File: src/rtl/scan_mux_pkg.sv
package scan_mux_pkg;
    localparam int NUM_DIGITS = 5;
    localparam int IDX_W      = $clog2(NUM_DIGITS);

    // state value equals the decade index it selects
    typedef enum logic [IDX_W-1:0] {
        S_UNITS = 3'd0,
        S_TENS  = 3'd1,
        S_HUND  = 3'd2,
        S_THOU  = 3'd3,
        S_TTHOU = 3'd4
    } scan_state_t;
endpackage

File: src/rtl/scan_edge_detect.sv
module scan_edge_detect (
    input  logic clk,
    input  logic rst_n,
    input  logic level_in,
    output logic rise_out
);
    logic level_q;

    always_ff @(posedge clk or negedge rst_n) begin
        if (!rst_n) level_q <= 1'b0;
        else        level_q <= level_in;
    end

    assign rise_out = level_in & ~level_q;
endmodule

File: src/rtl/scan_sequencer.sv
module scan_sequencer
    import scan_mux_pkg::*;
(
    input  logic        clk,
    input  logic        rst_n,
    input  logic        step,
    input  logic        restart,
    input  logic        skip_low,
    output scan_state_t state_out
);
    scan_state_t state_q, state_d;

    always_ff @(posedge clk or negedge rst_n) begin
        if (!rst_n) state_q <= S_TTHOU;
        else        state_q <= state_d;
    end

    always_comb begin
        state_d = state_q;
        if (restart) begin
            state_d = S_TTHOU;
        end else if (step) begin
            unique case (state_q)
                S_TTHOU: state_d = S_THOU;
                S_THOU:  state_d = S_HUND;
                S_HUND:  state_d = S_TENS;
                S_TENS:  state_d = skip_low ? S_TTHOU : S_UNITS;
                S_UNITS: state_d = S_TTHOU;
                default: state_d = S_TTHOU;
            endcase
        end
    end

    assign state_out = state_q;
endmodule

File: src/rtl/digit_mux.sv
module digit_mux
    import scan_mux_pkg::*;
#(
    parameter int DIGIT_W = 4
) (
    input  logic [NUM_DIGITS*DIGIT_W-1:0] digits,
    input  scan_state_t                   sel_idx,
    input  logic                          data_en,
    input  logic                          sel_en,
    output logic [DIGIT_W-1:0]            bcd_out,
    output logic                          bcd_vld,
    output logic [NUM_DIGITS-1:0]         sel_out,
    output logic                          sel_vld
);
    logic [DIGIT_W-1:0] picked;

    always_comb begin
        picked = '0;
        for (int k = 0; k < NUM_DIGITS; k++) begin
            if (sel_idx == IDX_W'(k)) picked = digits[k*DIGIT_W +: DIGIT_W];
        end
    end

    generate
        for (genvar g = 0; g < NUM_DIGITS; g++) begin : g_sel
            assign sel_out[g] = sel_en && (sel_idx == IDX_W'(g));
        end
    endgenerate

    assign bcd_out = data_en ? picked : '0;
    assign bcd_vld = data_en;
    assign sel_vld = sel_en;
endmodule

File: src/rtl/digit_scan_mux.sv
module digit_scan_mux
    import scan_mux_pkg::*;
#(
    parameter int DIGIT_W = 4,
    localparam int BUS_W  = NUM_DIGITS * DIGIT_W
) (
    input  logic                  clk,
    input  logic                  rst_n,
    input  logic                  scan_clk,
    input  logic                  scan_rst,
    input  logic                  skip_units,
    input  logic [BUS_W-1:0]      digits_bcd,
    input  logic                  data_en,
    input  logic                  sel_en,
    output logic [DIGIT_W-1:0]    bcd_out,
    output logic                  bcd_vld,
    output logic [NUM_DIGITS-1:0] sel_out,
    output logic                  sel_vld
);
    logic        scan_step;
    scan_state_t cur_state;

    scan_edge_detect u_edge (
        .clk      (clk),
        .rst_n    (rst_n),
        .level_in (scan_clk),
        .rise_out (scan_step)
    );

    scan_sequencer u_seq (
        .clk       (clk),
        .rst_n     (rst_n),
        .step      (scan_step),
        .restart   (scan_rst),
        .skip_low  (skip_units),
        .state_out (cur_state)
    );

    digit_mux #(.DIGIT_W(DIGIT_W)) u_mux (
        .digits  (digits_bcd),
        .sel_idx (cur_state),
        .data_en (data_en),
        .sel_en  (sel_en),
        .bcd_out (bcd_out),
        .bcd_vld (bcd_vld),
        .sel_out (sel_out),
        .sel_vld (sel_vld)
    );
endmodule

File: config.mk
export PLATFORM = sky130hd
export DESIGN_NAME = digit_scan_mux
export DESIGN_NICKNAME = d
export VERILOG_FILES = /design/src/rtl/scan_mux_pkg.sv /design/src/rtl/scan_edge_detect.sv /design/src/rtl/scan_sequencer.sv /design/src/rtl/digit_mux.sv /design/src/rtl/digit_scan_mux.sv
export SDC_FILE = /design/constraint.sdc
export NUM_CORES = 1
export LEC_CHECK = 0
export CAP_MARGIN = 40
export CORE_MARGIN = 2
export CORE_UTILIZATION = 33
export DETAILED_ROUTE_END_ITERATION = 8
export MAX_ROUTING_LAYER = met4
export PLACE_DENSITY = 0.9
export REMOVE_ABC_BUFFERS = 1
export SKIP_LAST_GASP = 1
export SYNTH_ARGS = -nofsm -noshare
export SYNTH_HDL_FRONTEND = slang
export SYNTH_HIERARCHICAL = 1
export SYNTH_SLANG_ARGS = --single-unit
File: constraint.sdc
create_clock -name clk -period 3.7 [get_ports clk]
set_clock_uncertainty 0.2 [all_clocks]
set_input_delay 0.37 -clock clk [delete_from_list [all_inputs] [get_ports clk]]
set_output_delay 0.37 -clock clk [all_outputs]
set_load 0.05 [all_outputs]
==> metrics, run 1 <==
pin count of the biggest net entering global routing 19; TritonCTS clock tree done; nets@finish 119; Resized Gates After CTS 0; hold bufs inserted after CTS 0; clock-pin slew reported for the worst setup and hold paths after clock tree synthesis 0.05 ns; clock buffer count from CTS 3; leakage dissipation 0.3231 nW; number of DRC violations after detailed-routing iteration 0 7; actual transition at the worst max-transition pin 0.6285 ns; RD Place Congestion 0.7974; post-detailed-placement half-perimeter wirelength 1021 um; type of the most critical hold path input pin to async pin; syn_area_per_cell 8.394 sq um; detailed-routing iteration count for the pre-antenna-repair pass 4; cell internal pwr 0.1455 mW; cell area after synthesis 461.7 sq um; critical path start-end classification input pin to primary output; number of DRC violations after detailed routing 0; synthesized-area fraction occupied by xor and xnor cells 1.897%; top cell type by total area after synthesis sky130_fd_sc_hd__dfrtp_1; data required time of the worst path 3.13 ns; Max stage delay cell, worst path sky130_fd_sc_hd__clkdlybuf4s50_1; number of buffer and inverter stages on the critical path 2; number of buffers added for setup after CTS 0; share of cell area taken by muxes after synthesis 15.18%; placement row count 13; result of the run completed; CTS Root Buffer Type sky130_fd_sc_hd__clkbuf_4; Post-Route Setup TNS 0 ns; Period minus WS final 2.961 ns; post-synthesis share of cell area spent on and, or, nand and nor gates 34.15%; ratio of routed vias to standard cells 5.179; Max Root-Sink Buffers 2; Sw Pwr 0.08183 mW; Initial Util 35.48%; number of antenna violations at the first check in global routing 0; ratio of final minimum period to clock period 80.03%; residual overflow from global routing 0; wire length of the first global-routing pass 2145 um; Setup-failing EPs final 0; area of the multi-input gates 316.6 sq um; clock network fraction of design power 26.2%; via count of the first global-routing pass 561; cell types with the largest area share after synthesis sky130_fd_sc_hd__dfrtp_1 16%, sky130_fd_sc_hd__mux2i_1 15%, sky130_fd_sc_hd__dfstp_2 5.7%; overall power after layout 0.2274 mW; remaining antenna violation count after routing 0; switching power share of the total 35.99%; Critical Path Max Stage Delay 0.79 ns; Seq pwr share 26.4%; Core Area 1301 sq um; maximum resistive drop on vdd 0.0001302 V; RSZ-0062 raised after global routing false; worst rel slew slack 58.10%; kind of cell adding the most delay to the critical path buffers and inverters; share of Yosys cell area claimed by the top area cell type 16.26%; total number of clock tree sinks 4; fmax 0.3377 GHz; Cell Chain, Critical Path clkdlybuf4s50_1 > or3b_1 > o22ai_1 > a21o_1 > clkdlybuf4s50_1; crit path max fanout 5; combinational family with the most area after synthesis simple AND/OR/NAND/NOR gates; P per Cell Area 270.4 nW/um^2; Netlist cell types 29; GR Util All Layers 15.90%; post-synthesis instance total 55; die area 1714 sq um; Synth warnings 6; post-layout util 64.62%; overall routed net length 1319 um; die height 41.41 um; Max Cap Viol 0; clock latency reported for the late side of the worst-skew pair 0.23 ns; count of state elements after synthesis 4; share of the yosys chip area belonging to registers 21.95%; combinational cell fraction of total power 47.4%; I/O pin total 38; crit path capture type primary output; cell mode on critical path sky130_fd_sc_hd__clkdlybuf4s50_1; data arrival at the endpoint of the critical path 2.39 ns; startpoint type of the worst setup path input pin; antenna diode count 0; area grow syn2layout 82.11%; port bufs 37; width of the die 41.41 um; leading cell types in the layout, fill and taps excluded 37 x sky130_fd_sc_hd__clkdlybuf4s50_1, 7 x sky130_fd_sc_hd__mux2i_1, 6 x sky130_fd_sc_hd__nor2_1, 4 x sky130_fd_sc_hd__nor3_1; H-tree lvl count 1; filler cell count in the final layout 111; Routed WL per cell 12.44 um; number of pins with negative max-slew slack in the final report 0; Hold Violations, Final 0; share of layout cells above drive strength 1 7.692%; number of vias after detailed routing 549; fraction of the mapped netlist area in adder cells 0%; leading cell type in the layout, fill and taps excluded sky130_fd_sc_hd__clkdlybuf4s50_1; post-synthesis compound-gate area fraction 17.34%; area taken by flip-flops and latches 101.3 sq um
[cell type report]
cell class / count / area share (%)
multi-input cells: 44 / 37.65
clock buffers: 4 / 3.125
flip-flops and latches: 4 / 12.05
repair buffers: 37 / 44.05
well taps: 15 / 2.232
inverters: 2 / 0.8929
[cells by family after synthesis]
kind of cell | count (synthesis)
compound gates | 12
xor+xnor | 1
buf+inv | 7
flops | 4
mux | 7
simple gates | 24
[path summary, 6_finish.rpt]
path	start	end	slack (ns)	cells past startpoint
worst max-delay path	data_en	bcd_out[3]	0.74	5
worst min-delay path	rst_n	u_edge/level_q$_DFF_PN0_	0.13	1
worst max register to register	u_seq/state_out[0]$_DFFE_PN0P_	u_seq/state_out[0]$_DFFE_PN0P_	2.14	2
worst min register to register	u_edge/level_q$_DFF_PN0_	u_seq/state_out[0]$_DFFE_PN0P_	0.40	2
max in group asynchronous	rst_n	u_seq/state_out[2]$_DFFE_PN1P_	2.93	1
min in group clk	u_edge/level_q$_DFF_PN0_	u_seq/state_out[0]$_DFFE_PN0P_	0.40	2
[power groups by stage]
stage               Combinational (mW)  Sequential (mW)  Clock, mW
CTS                              0.108           0.0601     0.0612
global placement                 0.105           0.0603          0
finish                           0.108           0.0601     0.0596
floorplan                       0.0550           0.0574          0
global route                     0.113           0.0612     0.0670
detailed placement               0.108           0.0607          0
[flip-flops by register name, summed over array words and instances (netlist names)]
name and flops:
u_seq/state_out 3, u_edge/level_q 1
[worst register-to-register path, delay by kind of cell (launching register included)]
| kind | cells | cell delay [ns] |
|---|---|---|
| DFF | 1 | 0.60 |
| and+or+nand+nor | 1 | 0.60 |
| AOI/OAI and AO/OA | 1 | 0.08 |
[cell usage after synthesis]
cell,n
sky130_fd_sc_hd__a21oi_1,2
sky130_fd_sc_hd__buf_2,2
sky130_fd_sc_hd__nor2_1,6
sky130_fd_sc_hd__nor3b_1,1
sky130_fd_sc_hd__nand2b_1,2
sky130_fd_sc_hd__mux2i_1,7
sky130_fd_sc_hd__or4_1,1
sky130_fd_sc_hd__o311a_1,1
sky130_fd_sc_hd__nand2_1,2
sky130_fd_sc_hd__dfstp_2,1
sky130_fd_sc_hd__a2bb2oi_1,1
sky130_fd_sc_hd__buf_4,2
sky130_fd_sc_hd__a21o_1,2
sky130_fd_sc_hd__a211o_1,1
sky130_fd_sc_hd__nand4bb_1,1
sky130_fd_sc_hd__or2b_1,1
sky130_fd_sc_hd__and2b_2,1
sky130_fd_sc_hd__buf_6,1
sky130_fd_sc_hd__nor3_1,4
sky130_fd_sc_hd__nor2b_4,1
sky130_fd_sc_hd__nand3b_1,1
sky130_fd_sc_hd__and4bb_2,1
sky130_fd_sc_hd__inv_1,2
sky130_fd_sc_hd__o21ai_0,3
sky130_fd_sc_hd__dfrtp_1,3
sky130_fd_sc_hd__or4b_1,1
sky130_fd_sc_hd__xnor2_1,1
sky130_fd_sc_hd__or3b_1,1
sky130_fd_sc_hd__o22ai_1,2
[metal layers]
layer | up-vias | part of all wire [%] | track usage (%)
li1 | 273 | - | -
met1 | 244 | 36 | 13.26
met2 | 32 | 55 | 33.75
met3 | 0 | 8.8 | 2.174
met4 | 0 | 0 | 5.806
met5 | - | 0 | -
[per-stage QoR]
| step | setup slack [ns] | cells | hold WS (ns) | area (sq um) |
|---|---|---|---|---|
| final | 0.7388 | 106 | 0.1281 | 840.8 |
| after global placement | 0.8045 | 102 | 0.3772 | 814.5 |
| after global routing | 0.6903 | 106 | 0.1221 | 840.8 |
| after CTS | 0.7440 | 106 | 0.1260 | 840.8 |
| after detailed placement | 0.7510 | 102 | 0.3784 | 814.5 |
| after floorplan | 1.141 | 50 | -0.1256 | 425.4 |
No activity file was read; power rests on OpenSTA's default activity.
==> run 2, diff against run 1 <==
--- a/config.mk
+++ b/config.mk
@@ -7,10 +7,10 @@
 export LEC_CHECK = 0
 export CAP_MARGIN = 40
 export CORE_MARGIN = 2
-export CORE_UTILIZATION = 33
+export CORE_UTILIZATION = 31
 export DETAILED_ROUTE_END_ITERATION = 8
 export MAX_ROUTING_LAYER = met4
-export PLACE_DENSITY = 0.9
+export PLACE_DENSITY = 0.85
 export REMOVE_ABC_BUFFERS = 1
 export SKIP_LAST_GASP = 1
 export SYNTH_ARGS = -nofsm -noshare
==> constraint.sdc (replaced) <==
create_clock -name clk -period 2.9 [get_ports clk]
set_clock_uncertainty 0.2 [all_clocks]
set_input_delay 0.29 -clock clk [delete_from_list [all_inputs] [get_ports clk]]
set_output_delay 0.29 -clock clk [all_outputs]
set_load 0.05 [all_outputs]
==> run 2 against run 1 <==
Effect of this change: first-iteration DRC count increased by 43%; largest power group unchanged; critical path depth down 1; largest cell class unchanged; critical endpoint is now bcd_out[1]; final area unchanged; worst hold slack worse by 0.077 ns.
==> metrics, run 2 (synthesis gave the netlist of run 1 again) <==
result of the run completed; start of the worst register-to-register path u_seq/state_out[0]$_DFFE_PN0P_; met2 routing resource usage after global routing 29.85%; remaining antenna violation count after routing 0; worst r2r dst u_seq/state_out[0]$_DFFE_PN0P_; clock buffer count from CTS 3; filler cell count in the final layout 119; Initial Util 34.20%; number of pins with negative max-slew slack in the final report 0; share of layout cells above drive strength 1 11.96%; H-tree lvl count 1; leading cell type in the layout, fill and taps excluded sky130_fd_sc_hd__clkdlybuf4s50_1; I/O pin total 38; TritonCTS clock tree done; port bufs 37; number of antenna violations at the first check in global routing 0; post-layout util 62.28%; startpoint type of the worst setup path register; Period minus WS final 2.687 ns; number of buffer and inverter stages on the critical path 1; actual transition at the worst max-transition pin 0.4979 ns; clock latency reported for the late side of the worst-skew pair 0.23 ns; ratio of final minimum period to clock period 92.67%; hold bufs inserted after CTS 0; flip-flop count of the largest register, all copies and words added 3; Max Root-Sink Buffers 2; Max Cap Viol 0; maximum resistive drop on vdd 0.0001622 V; detailed-routing iteration count for the pre-antenna-repair pass 4; number of DRC violations after detailed-routing iteration 0 10; Setup-failing EPs final 0; nets@finish 120; wire length of the first global-routing pass 2311 um; P per Cell Area 342.0 nW/um^2; Core Area 1350 sq um; leading cell types in the layout, fill and taps excluded 34 x sky130_fd_sc_hd__clkdlybuf4s50_1, 7 x sky130_fd_sc_hd__mux2i_1, 6 x sky130_fd_sc_hd__nor2_1, 4 x sky130_fd_sc_hd__buf_4, 4 x sky130_fd_sc_hd__nor3_1; placement row count 13; Cell Chain, Critical Path or2b_1 > nor2_1 > o311a_1 > clkdlybuf4s50_1; residual overflow from global routing 0; total number of clock tree sinks 4; GR Util All Layers 16.74%; via count of the first global-routing pass 538; leakage dissipation 0.3332 nW; area grow syn2layout 82.11%; Worst R2R Path Depth 3; Post-Route Setup TNS 0 ns; fmax 0.3721 GHz; Routed WL per cell 12.40 um; width of the die 42.59 um; global-route met3 utilization 2.586%; number of buffers added for setup after CTS 0; Hold Violations, Final 0; die height 42.59 um; Resized Gates After CTS 0; layer carrying the most global-route usage met2; pin count of the biggest net entering global routing 15; post-detailed-placement half-perimeter wirelength 1122 um; ratio of routed vias to standard cells 5.075; antenna diode count 0; number of DRC violations after detailed routing 0; crit path max fanout 14; CTS Root Buffer Type sky130_fd_sc_hd__clkbuf_4; Finished Layout Cells 107; clock-pin slew reported for the worst setup and hold paths after clock tree synthesis 0.04 ns; crit path capture type primary output; RD Place Congestion 0.7896; data arrival at the endpoint of the critical path 2.20 ns; Max stage delay cell, worst path sky130_fd_sc_hd__clkdlybuf4s50_1; worst slack on hold paths 0.05077 ns; type of the most critical hold path input pin to async pin; number of vias after detailed routing 543; worst reg-to-reg setup slack 1.38 ns; RSZ-0062 raised after global routing false; placed cells 103; kind of cell adding the most delay to the critical path buffers and inverters; fraction of met1 tracks used by global routing 18.81%; worst rel slew slack 66.70%; Critical Path Max Stage Delay 0.80 ns; critical path start-end classification register to primary output; die area 1814 sq um; data required time of the worst path 2.41 ns; overall routed net length 1327 um; overall power after layout 0.2876 mW
## run 2: cell types whose count changed in the layout (fill, tap and decap cells not counted), sizes merged
cell | before | now
buf | 0 | 4
clkdlybuf4s50 | 37 | 34
## run 2: worst max path at each step
stage | start | end | cells after the start
CTS | u_seq/state_out[1]$_DFFE_PN0P_ | bcd_out[1] | 4
floorplan | u_seq/state_out[1]$_DFFE_PN0P_ | bcd_out[2] | 2
global placement | digits_bcd[17] | bcd_out[1] | 4
detailed placement | digits_bcd[17] | bcd_out[1] | 4
finish | u_seq/state_out[1]$_DFFE_PN0P_ | bcd_out[1] | 4
global route | u_seq/state_out[1]$_DFFE_PN0P_ | bcd_out[1] | 4
## run 2: layer usage
metal / vias to the layer above / share of wire [%]
met5: - / 0
met4: 0 / 0
met3: 0 / 4.4
met2: 19 / 57
met1: 249 / 38
li1: 275 / -
## run 2: power by group
group	switching, mW	total (mW)	internal, mW
Combinational	0.0695	0.142	0.0725
Clock	0.0220	0.0736	0.0516
Sequential	0.0107	0.0720	0.0613
Total	0.102	0.288	0.185
## run 2: final cells by class
cell class	count	area, sq um	area share [%]
timing repair buffer	38	370.4	44.05
inverter	2	7.507	0.8929
sequential	4	101.3	12.05
clock buffer	4	26.28	3.125
tap	15	18.77	2.232
multi-input combinational	44	316.6	37.65
## run 2: stage by stage
| stage | cell area (sq um) | setup WS [ns] |
|---|---|---|
| global route | 840.8 | 0.1291 |
| finish | 840.8 | 0.2127 |
| CTS | 840.8 | 0.2021 |
| global placement | 814.5 | 0.4408 |
| floorplan | 425.4 | 0.4212 |
| detailed placement | 814.5 | 0.4291 |
## run 2: worst register-to-register path, cell delays in order (launching register included)
cell and delay (ns):
sky130_fd_sc_hd__dfrtp_1 0.44, sky130_fd_sc_hd__buf_4 0.22, sky130_fd_sc_hd__or4_1 0.50, sky130_fd_sc_hd__o21ai_0 0.09
==> run 3, diff against run 2 <==
--- a/config.mk
+++ b/config.mk
@@ -9,6 +9,7 @@
 export CORE_MARGIN = 2
 export CORE_UTILIZATION = 31
 export DETAILED_ROUTE_END_ITERATION = 8
+export GPL_ROUTABILITY_DRIVEN = 0
 export MAX_ROUTING_LAYER = met4
 export PLACE_DENSITY = 0.85
 export REMOVE_ABC_BUFFERS = 1
==> results of run 3 <==
No change in the layout: final DEF, timing and power equal those of run 2.
